$ cat src/rtl/iommu_tlb_pkg.sv
`timescale 1ns/1ps
// Package: shared constants and types of the ASID-tagged translation cache.
// Assumes 32-bit virtual addresses and 4 KiB pages.
package iommu_tlb_pkg;
    localparam int VA_W          = 32;
    localparam int PAGE_SHIFT    = 12;
    localparam int VPN_W         = VA_W - PAGE_SHIFT;
    localparam int SECTION_SHIFT = 22;
    localparam int GROUP_SHIFT   = 14;
    localparam int SECT_LO       = SECTION_SHIFT - PAGE_SHIFT;
    localparam int GRP_LO        = GROUP_SHIFT - PAGE_SHIFT;
    localparam int ASID_W        = 7;
    localparam int ASID_NARROW_W = 2;
    localparam int CMD_ASID_EN   = 31;
    localparam int CMD_WIDE_LO   = CMD_ASID_EN - ASID_W;
    localparam int CMD_NARROW_LO = CMD_ASID_EN - ASID_NARROW_W;

    typedef enum logic [1:0] {
        SCOPE_ALL     = 2'd0,
        SCOPE_NONE    = 2'd1,
        SCOPE_SECTION = 2'd2,
        SCOPE_GROUP   = 2'd3
    } inv_scope_e;

    typedef struct packed {
        logic [ASID_W-1:0] asid;
        logic [VPN_W-1:0]  vpn;
    } tlb_tag_t;

    typedef struct packed {
        logic rd;
        logic wr;
        logic ns;
    } tlb_perm_t;

    // Identifier compare mask for the selected arrangement.
    function automatic logic [ASID_W-1:0] asid_mask(input logic narrow);
        return narrow ? ASID_W'((1 << ASID_NARROW_W) - 1) : {ASID_W{1'b1}};
    endfunction
endpackage

$ cat src/rtl/iommu_tlb_inv_decode.sv
`timescale 1ns/1ps
// Module: decodes one invalidation command word and produces a per-entry
// kill vector. Assumes the command fields described for the top module;
// scope value 1 is treated as "invalidate nothing".
module iommu_tlb_inv_decode
    import iommu_tlb_pkg::*;
#(
    parameter int ENTRIES = 8
) (
    input  logic                 fl_req,
    input  logic [31:0]          fl_cmd,
    input  logic                 narrow,
    input  tlb_tag_t             tags [ENTRIES],
    output logic [ENTRIES-1:0]   kill
);
    inv_scope_e        scope;
    logic              asid_en;
    logic [ASID_W-1:0] cmd_asid;
    logic [ASID_W-1:0] mask;
    wire               unused_cmd = ^fl_cmd[23:20];

    // Field extraction from the command word.
    always_comb begin
        scope    = inv_scope_e'(fl_cmd[1:0]);
        asid_en  = fl_cmd[CMD_ASID_EN];
        mask     = asid_mask(narrow);
        cmd_asid = narrow ? ASID_W'(fl_cmd[CMD_ASID_EN-1:CMD_NARROW_LO])
                          : fl_cmd[CMD_ASID_EN-1:CMD_WIDE_LO];
    end

    // Per-entry scope and identifier match.
    for (genvar g = 0; g < ENTRIES; g++) begin : g_kill
        logic asid_ok;
        logic va_ok;
        always_comb begin
            asid_ok = !asid_en || ((tags[g].asid & mask) == cmd_asid);
            unique case (scope)
                SCOPE_ALL:     va_ok = 1'b1;
                SCOPE_SECTION: va_ok = tags[g].vpn[VPN_W-1:SECT_LO] == fl_cmd[VPN_W-1:SECT_LO];
                SCOPE_GROUP:   va_ok = tags[g].vpn[VPN_W-1:GRP_LO] == fl_cmd[VPN_W-1:GRP_LO];
                default:       va_ok = 1'b0;
            endcase
            kill[g] = fl_req && asid_ok && va_ok;
        end
    end
endmodule

$ cat src/rtl/iommu_tlb_lookup.sv
`timescale 1ns/1ps
// Module: associative compare of all entries against a lookup, lowest
// index wins, result registered one cycle after the request. Assumes the
// valid vector given already folds in same-cycle invalidation and the
// active-line limit.
module iommu_tlb_lookup
    import iommu_tlb_pkg::*;
#(
    parameter int ENTRIES = 8,
    parameter int PFN_W   = 20
) (
    input  logic                 clk,
    input  logic                 rst_n,
    input  logic                 narrow,
    input  logic                 lk_req,
    input  logic [ASID_W-1:0]    lk_asid,
    input  logic [VPN_W-1:0]     lk_vpn,
    input  logic [ENTRIES-1:0]   valid,
    input  tlb_tag_t             tags  [ENTRIES],
    input  logic [PFN_W-1:0]     pfns  [ENTRIES],
    input  tlb_perm_t            perms [ENTRIES],
    output logic                 hit,
    output logic [PFN_W-1:0]     pfn,
    output tlb_perm_t            perm
);
    logic [ASID_W-1:0] mask;
    logic              found;
    logic [PFN_W-1:0]  pfn_sel;
    tlb_perm_t         perm_sel;

    // Priority select: scan downwards so the lowest matching index remains.
    always_comb begin
        mask     = asid_mask(narrow);
        found    = 1'b0;
        pfn_sel  = '0;
        perm_sel = '0;
        for (int i = ENTRIES - 1; i >= 0; i--) begin
            if (valid[i] && tags[i].vpn == lk_vpn &&
                (tags[i].asid & mask) == (lk_asid & mask)) begin
                found    = 1'b1;
                pfn_sel  = pfns[i];
                perm_sel = perms[i];
            end
        end
    end

    // Result register; zeros on miss or idle.
    always_ff @(posedge clk) begin
        if (!rst_n) begin
            hit  <= 1'b0;
            pfn  <= '0;
            perm <= '0;
        end else begin
            hit  <= lk_req && found;
            pfn  <= (lk_req && found) ? pfn_sel : '0;
            perm <= (lk_req && found) ? perm_sel : '0;
        end
    end
endmodule

$ cat src/rtl/iommu_tlb_victim.sv
`timescale 1ns/1ps
// Module: refill line selection. Lowest free active line first, otherwise
// a round-robin pointer over the active lines. Assumes the valid vector
// already reflects invalidation in the same cycle.
module iommu_tlb_victim #(
    parameter int ENTRIES = 8,
    parameter int CNT_W   = $clog2(ENTRIES + 1),
    parameter int IDX_W   = $clog2(ENTRIES)
) (
    input  logic                 clk,
    input  logic                 rst_n,
    input  logic                 rf_req,
    input  logic [ENTRIES-1:0]   valid,
    input  logic [ENTRIES-1:0]   active,
    input  logic [CNT_W-1:0]     lines,
    output logic                 fire,
    output logic [IDX_W-1:0]     idx
);
    logic [ENTRIES-1:0] free;
    logic               any_free;
    logic [IDX_W-1:0]   free_idx;
    logic [IDX_W-1:0]   rr_q;
    logic [IDX_W-1:0]   rr_use;
    logic [CNT_W-1:0]   rr_next;

    // Lowest free active line.
    always_comb begin
        free     = ~valid & active;
        any_free = |free;
        free_idx = '0;
        for (int i = ENTRIES - 1; i >= 0; i--) begin
            if (free[i]) free_idx = IDX_W'(i);
        end
    end

    // Round-robin victim and its successor, both kept inside the active range.
    always_comb begin
        rr_use  = (CNT_W'(rr_q) < lines) ? rr_q : '0;
        rr_next = CNT_W'(rr_use) + CNT_W'(1);
        if (rr_next >= lines) rr_next = '0;
        fire = rf_req && (lines != '0);
        idx  = any_free ? free_idx : rr_use;
    end

    // Pointer advances only on a replacement.
    always_ff @(posedge clk) begin
        if (!rst_n)                rr_q <= '0;
        else if (fire && !any_free) rr_q <= IDX_W'(rr_next);
    end
endmodule

$ cat src/rtl/iommu_tlb.sv
`timescale 1ns/1ps
// Module: ASID-tagged fully associative translation cache with a
// command-word invalidation port. Holds the entry storage; lookup,
// invalidation decode and refill selection live in submodules.
// Assumes ENTRIES >= 2. Order within a cycle: invalidate, then look up,
// then refill.
module iommu_tlb
    import iommu_tlb_pkg::*;
#(
    parameter int ENTRIES = 8,
    parameter int PFN_W   = 20,
    parameter int CNT_W   = $clog2(ENTRIES + 1)
) (
    input  logic                 clk,
    input  logic                 rst_n,
    input  logic [CNT_W-1:0]     cfg_lines,
    input  logic                 cfg_narrow_asid,
    input  logic                 lk_req,
    input  logic [6:0]           lk_asid,
    input  logic [31:0]          lk_va,
    output logic                 lk_hit,
    output logic [PFN_W-1:0]     lk_pfn,
    output logic [2:0]           lk_perm,
    input  logic                 rf_req,
    input  logic [6:0]           rf_asid,
    input  logic [19:0]          rf_vpn,
    input  logic [PFN_W-1:0]     rf_pfn,
    input  logic [2:0]           rf_perm,
    input  logic                 fl_req,
    input  logic [31:0]          fl_cmd
);
    localparam int IDX_W = $clog2(ENTRIES);

    logic [ENTRIES-1:0] valid_q;
    tlb_tag_t           tag_q  [ENTRIES];
    logic [PFN_W-1:0]   pfn_q  [ENTRIES];
    tlb_perm_t          perm_q [ENTRIES];

    logic [CNT_W-1:0]   lines_eff;
    logic [ENTRIES-1:0] active;
    logic [ENTRIES-1:0] kill;
    logic [ENTRIES-1:0] valid_post;
    logic               rf_fire;
    logic [IDX_W-1:0]   rf_idx;
    tlb_perm_t          lk_perm_s;
    wire                unused_offset = ^lk_va[PAGE_SHIFT-1:0];

    // Active count clamped to the physical number of lines.
    always_comb begin
        lines_eff  = (cfg_lines > CNT_W'(ENTRIES)) ? CNT_W'(ENTRIES) : cfg_lines;
        valid_post = valid_q & ~kill;
    end

    for (genvar g = 0; g < ENTRIES; g++) begin : g_line
        // Line g takes part in hits and refills below the active count.
        assign active[g] = CNT_W'(g) < lines_eff;

        // Entry storage: a refill write wins over a same-cycle invalidation.
        always_ff @(posedge clk) begin
            if (!rst_n) begin
                valid_q[g] <= 1'b0;
                tag_q[g]   <= '0;
                pfn_q[g]   <= '0;
                perm_q[g]  <= '0;
            end else if (rf_fire && rf_idx == IDX_W'(g)) begin
                valid_q[g] <= 1'b1;
                tag_q[g]   <= '{asid: rf_asid, vpn: rf_vpn};
                pfn_q[g]   <= rf_pfn;
                perm_q[g]  <= '{rd: rf_perm[2], wr: rf_perm[1], ns: rf_perm[0]};
            end else begin
                valid_q[g] <= valid_post[g];
            end
        end
    end

    iommu_tlb_inv_decode #(.ENTRIES(ENTRIES)) u_inv (
        .fl_req (fl_req),
        .fl_cmd (fl_cmd),
        .narrow (cfg_narrow_asid),
        .tags   (tag_q),
        .kill   (kill)
    );

    iommu_tlb_lookup #(.ENTRIES(ENTRIES), .PFN_W(PFN_W)) u_lookup (
        .clk     (clk),
        .rst_n   (rst_n),
        .narrow  (cfg_narrow_asid),
        .lk_req  (lk_req),
        .lk_asid (lk_asid),
        .lk_vpn  (lk_va[VA_W-1:PAGE_SHIFT]),
        .valid   (valid_post & active),
        .tags    (tag_q),
        .pfns    (pfn_q),
        .perms   (perm_q),
        .hit     (lk_hit),
        .pfn     (lk_pfn),
        .perm    (lk_perm_s)
    );

    iommu_tlb_victim #(.ENTRIES(ENTRIES), .CNT_W(CNT_W), .IDX_W(IDX_W)) u_victim (
        .clk    (clk),
        .rst_n  (rst_n),
        .rf_req (rf_req),
        .valid  (valid_post),
        .active (active),
        .lines  (lines_eff),
        .fire   (rf_fire),
        .idx    (rf_idx)
    );

    assign lk_perm = {lk_perm_s.rd, lk_perm_s.wr, lk_perm_s.ns};
endmodule

$ cat config.mk
export PLATFORM = sky130hd
export DESIGN_NAME = iommu_tlb
export DESIGN_NICKNAME = d
export VERILOG_FILES = /design/src/rtl/iommu_tlb_pkg.sv /design/src/rtl/iommu_tlb_inv_decode.sv /design/src/rtl/iommu_tlb_lookup.sv /design/src/rtl/iommu_tlb_victim.sv /design/src/rtl/iommu_tlb.sv
export SDC_FILE = /design/constraint.sdc
export NUM_CORES = 1
export LEC_CHECK = 0
export BUFFER_PORTS_ARGS = -buffer_cell sky130_fd_sc_hd__clkbuf_2
export CAP_MARGIN = 10
export CORE_MARGIN = 2
export CORE_UTILIZATION = 45
export CTS_CLUSTER_SIZE = 30
export DETAILED_ROUTE_END_ITERATION = 6
export PLACE_DENSITY_LB_ADDON = 0.15
export SLEW_MARGIN = 0
export SYNTH_ARGS = -nofsm -noshare
export SYNTH_HDL_FRONTEND = slang
export SYNTH_SLANG_ARGS = --single-unit
$ cat constraint.sdc
create_clock -name clk -period 7.4 [get_ports clk]
set_clock_uncertainty 0.1 [all_clocks]
set_input_delay 0.37 -clock clk [delete_from_list [all_inputs] [get_ports clk]]
set_output_delay 0.37 -clock clk [all_outputs]
set_load 0.1 [all_outputs]
==> impl_metrics.yaml <==
floorplan:
  die-height_um: 228
  dieArea_mm2: 0.0519
  fp.dieW_um: 228
  start_util: 0.452
  placementRows: 82
  num_io_pins: 155
  coreArea_mm2: 0.0499
cts:
  clockBufferDepth: 3
  numCtsBuffers: 49
  cts_resized: 0
  clkSinkCount: 435
  path_clk_slew_ps: 60
  holdBufCountCts: 0
  cts_setup_buffers: 0
  cts_max_level: 2
  worstSkewPairLatency_ps: 620
  cts_tree: "built"
  root_buffer: "clkbuf_16"
synthesis:
  synth_area_leaders: "dfxtp_1, mux2i_1, xnor2_1, nand2_1, xor2_1"
  synthDistinctLibCells: 68
  yosysSeqAreaShare: 0.386
  ys_ff_latch: 435
  synth_top_area_frac: 0.386
  syn_area_mm2: 0.0226
  synthArstFlopShare: 0
  ys.flop_type: "dfxtp_1"
  syn-num-nets: 2554
  syn-instance-count: 2416
  yosys.area.top_type: "dfxtp_1"
  syn_area_per_cell_um2: 9.34
  synth_edf_count: 0
  yosysWarnings: 0
pwr:
  p_per_area_mw_per_mm2: 218
  peakVddDrop_mv: 0.186
  leakage_nw: 10.7
hold_path:
  hold_path.class: "in -> reg"
critical_path:
  critPathCaptureType: "register"
  crit_required_ps: 7810
  path_class: "in -> reg"
  crit_path_start_kind: "input port"
  crit_fanout: 33
  worst_ep_arrival_time_ps: 5460
route:
  drtIter0Drc: 1277
  met1_length_um: 33400
  top_layer_used: "met4"
  met3WireLength_um: 3950
  vias: 17800
  drt_drc_violations_left: 0
  viasPerCell: 5.62
  wl_um: 75400
  drtPass1Iterations: 5
  wl_per_cell_um: 23.9
  antenna_left: 0
  wl_met2_um: 34300
global_routing:
  grtUsageTotal: 0.286
  globalRouteOverflowTotal: 0
  grt_max_degree: 192
  grt_antenna_before_repair: 0
  grt_pass1_wl_um: 113000
  grt_pass1_vias: 17800
layout:
  final_common_cell: "nand2_1"
  instances_no_fill: 3160
  fillers: 4719
  layout-drive-gt1-share: 0.119
  antenna_cells: 0
  area_growth_pct: 11.4
  fin_nets: 2589
  final_cell_mix: "nand2_1, dfxtp_1, mux2i_1"
sta:
  fin_tns_setup_ps: 0
  slew_headroom: 0.220
  rsz0062_at_grt: "no"
  clock.fmax_mhz: 198
  post-route-period-util: 0.682
  worstMarginPinSlew_ps: 1170
  final_hold_viol_count: 0
  finalSetupViolations: 0
  fin_crit_ps: 5050
  slew_violations: 0
flow_run:
  drv_cap: 0
placed_design:
  place_inst: 3072
  dp_hpwl_um: 51600
  globalplace.congestion: 0.939
  io_buffers: 138
run_status:
  status: "finished clean"
==> layout make-up <==
| cell class | count | area [µm²] | area share |
|---|---|---|---|
| clock buffers | 73 | 1430 | 0.0567 |
| clock inverters | 15 | 206 | 0.00821 |
| inverters | 44 | 165 | 0.00657 |
| multi-input cells | 1757 | 12900 | 0.512 |
| flip-flops and latches | 435 | 8710 | 0.346 |
| well taps | 672 | 841 | 0.0335 |
| repair buffers | 164 | 921 | 0.0366 |
==> worst paths after layout <==
kind / start / cells past startpoint / to / slack, ps
setup reg to reg: tag_q[10]$_SDFFE_PN0P_ / 11 / pfn_q[116]$_SDFFE_PN0P_ / 2470
hold reg to reg: pfn_q[52]$_SDFFE_PN0P_ / 2 / pfn_q[52]$_SDFFE_PN0P_ / 350
hold / removal: lk_req / 3 / u_lookup.perm[1]$_SDFF_PN0_ / 70
setup / recovery: cfg_narrow_asid / 12 / tag_q[3]$_SDFFE_PN0P_ / 2350
==> worst max-delay path, cell delays in order <==
cell	delay, ps
clkbuf_2	640
mux2i_4	580
xnor2_1	180
o31ai_1	90
o211ai_1	250
o2111ai_1	240
a222oi_1	640
inv_2	80
o32ai_2	860
nor2b_4	860
buf_12	380
mux2i_1	230
==> cell usage after synthesis (17+ instances only) <==
cell / number
nand2_1: 468
dfxtp_1: 435
mux2i_1: 423
xnor2_1: 224
xor2_1: 174
clkbuf_1: 98
o21ai_0: 52
buf_2: 51
nand4_1: 48
inv_1: 43
nor4_1: 34
mux2_2: 31
nor2_1: 28
a22o_1: 25
o211ai_1: 23
nor3_1: 20
nand3_1: 19
a21oi_1: 17
buf_6: 17
==> routing by layer <==
| metal | vias to the layer above | track usage |
|---|---|---|
| li1 | 8308 | - |
| met1 | 8767 | 0.378 |
| met2 | 521 | 0.457 |
| met3 | 158 | 0.0420 |
| met4 | 0 | 0.140 |
| met5 | - | 0 |
==> per-stage QoR <==
| step | total power [mW] | area [µm²] | util | worst slack [ps] | hold WS [ps] |
|---|---|---|---|---|---|
| 5_1_grt | 5.64 | 25100 | 0.504 | 2040 | 73.9 |
| 2_1_floorplan | 2.83 | 22600 | - | 4060 | 330 |
| 3_3_place_gp | 3.01 | 23500 | 0.471 | 1800 | 339 |
| 6_report | 5.47 | 25100 | 0.504 | 2350 | 70.0 |
| 3_5_place_dp | 3.02 | 23500 | 0.471 | 1740 | 344 |
| 4_1_cts | 5.50 | 25100 | 0.504 | 2380 | 50.8 |
==> flip-flops by register name (all words and copies together) (netlist names) <==
| register | count |
|---|---|
| perm_q | 24 |
| pfn_q | 160 |
| tag_q | 216 |
| u_lookup.hit | 1 |
| u_lookup.perm | 3 |
| u_lookup.pfn | 20 |
| u_victim.rr_q | 3 |
| valid_q | 8 |
==> power by group <==
part	switching, mW	internal (mW)	leakage [nW]
registers	0.0407	2.39	3.51
clock network	1.05	1.45	0.794
logic	0.356	0.188	6.35
==> cell families (layout without fill, tap and decap cells) <==
| logic type | after synthesis | after routing | share of synthesized area |
|---|---|---|---|
| mux | 456 | 456 | 0.205 |
| flops | 435 | 435 | 0.386 |
| buf+inv | 224 | 296 | 0.0476 |
| simple gates | 664 | 664 | 0.128 |
| fa+ha+maj | 7 | 7 | 0.00388 |
| compound gates | 232 | 232 | 0.0748 |
| xor+xnor | 398 | 398 | 0.155 |
Power figures use the tool's default switching activity.
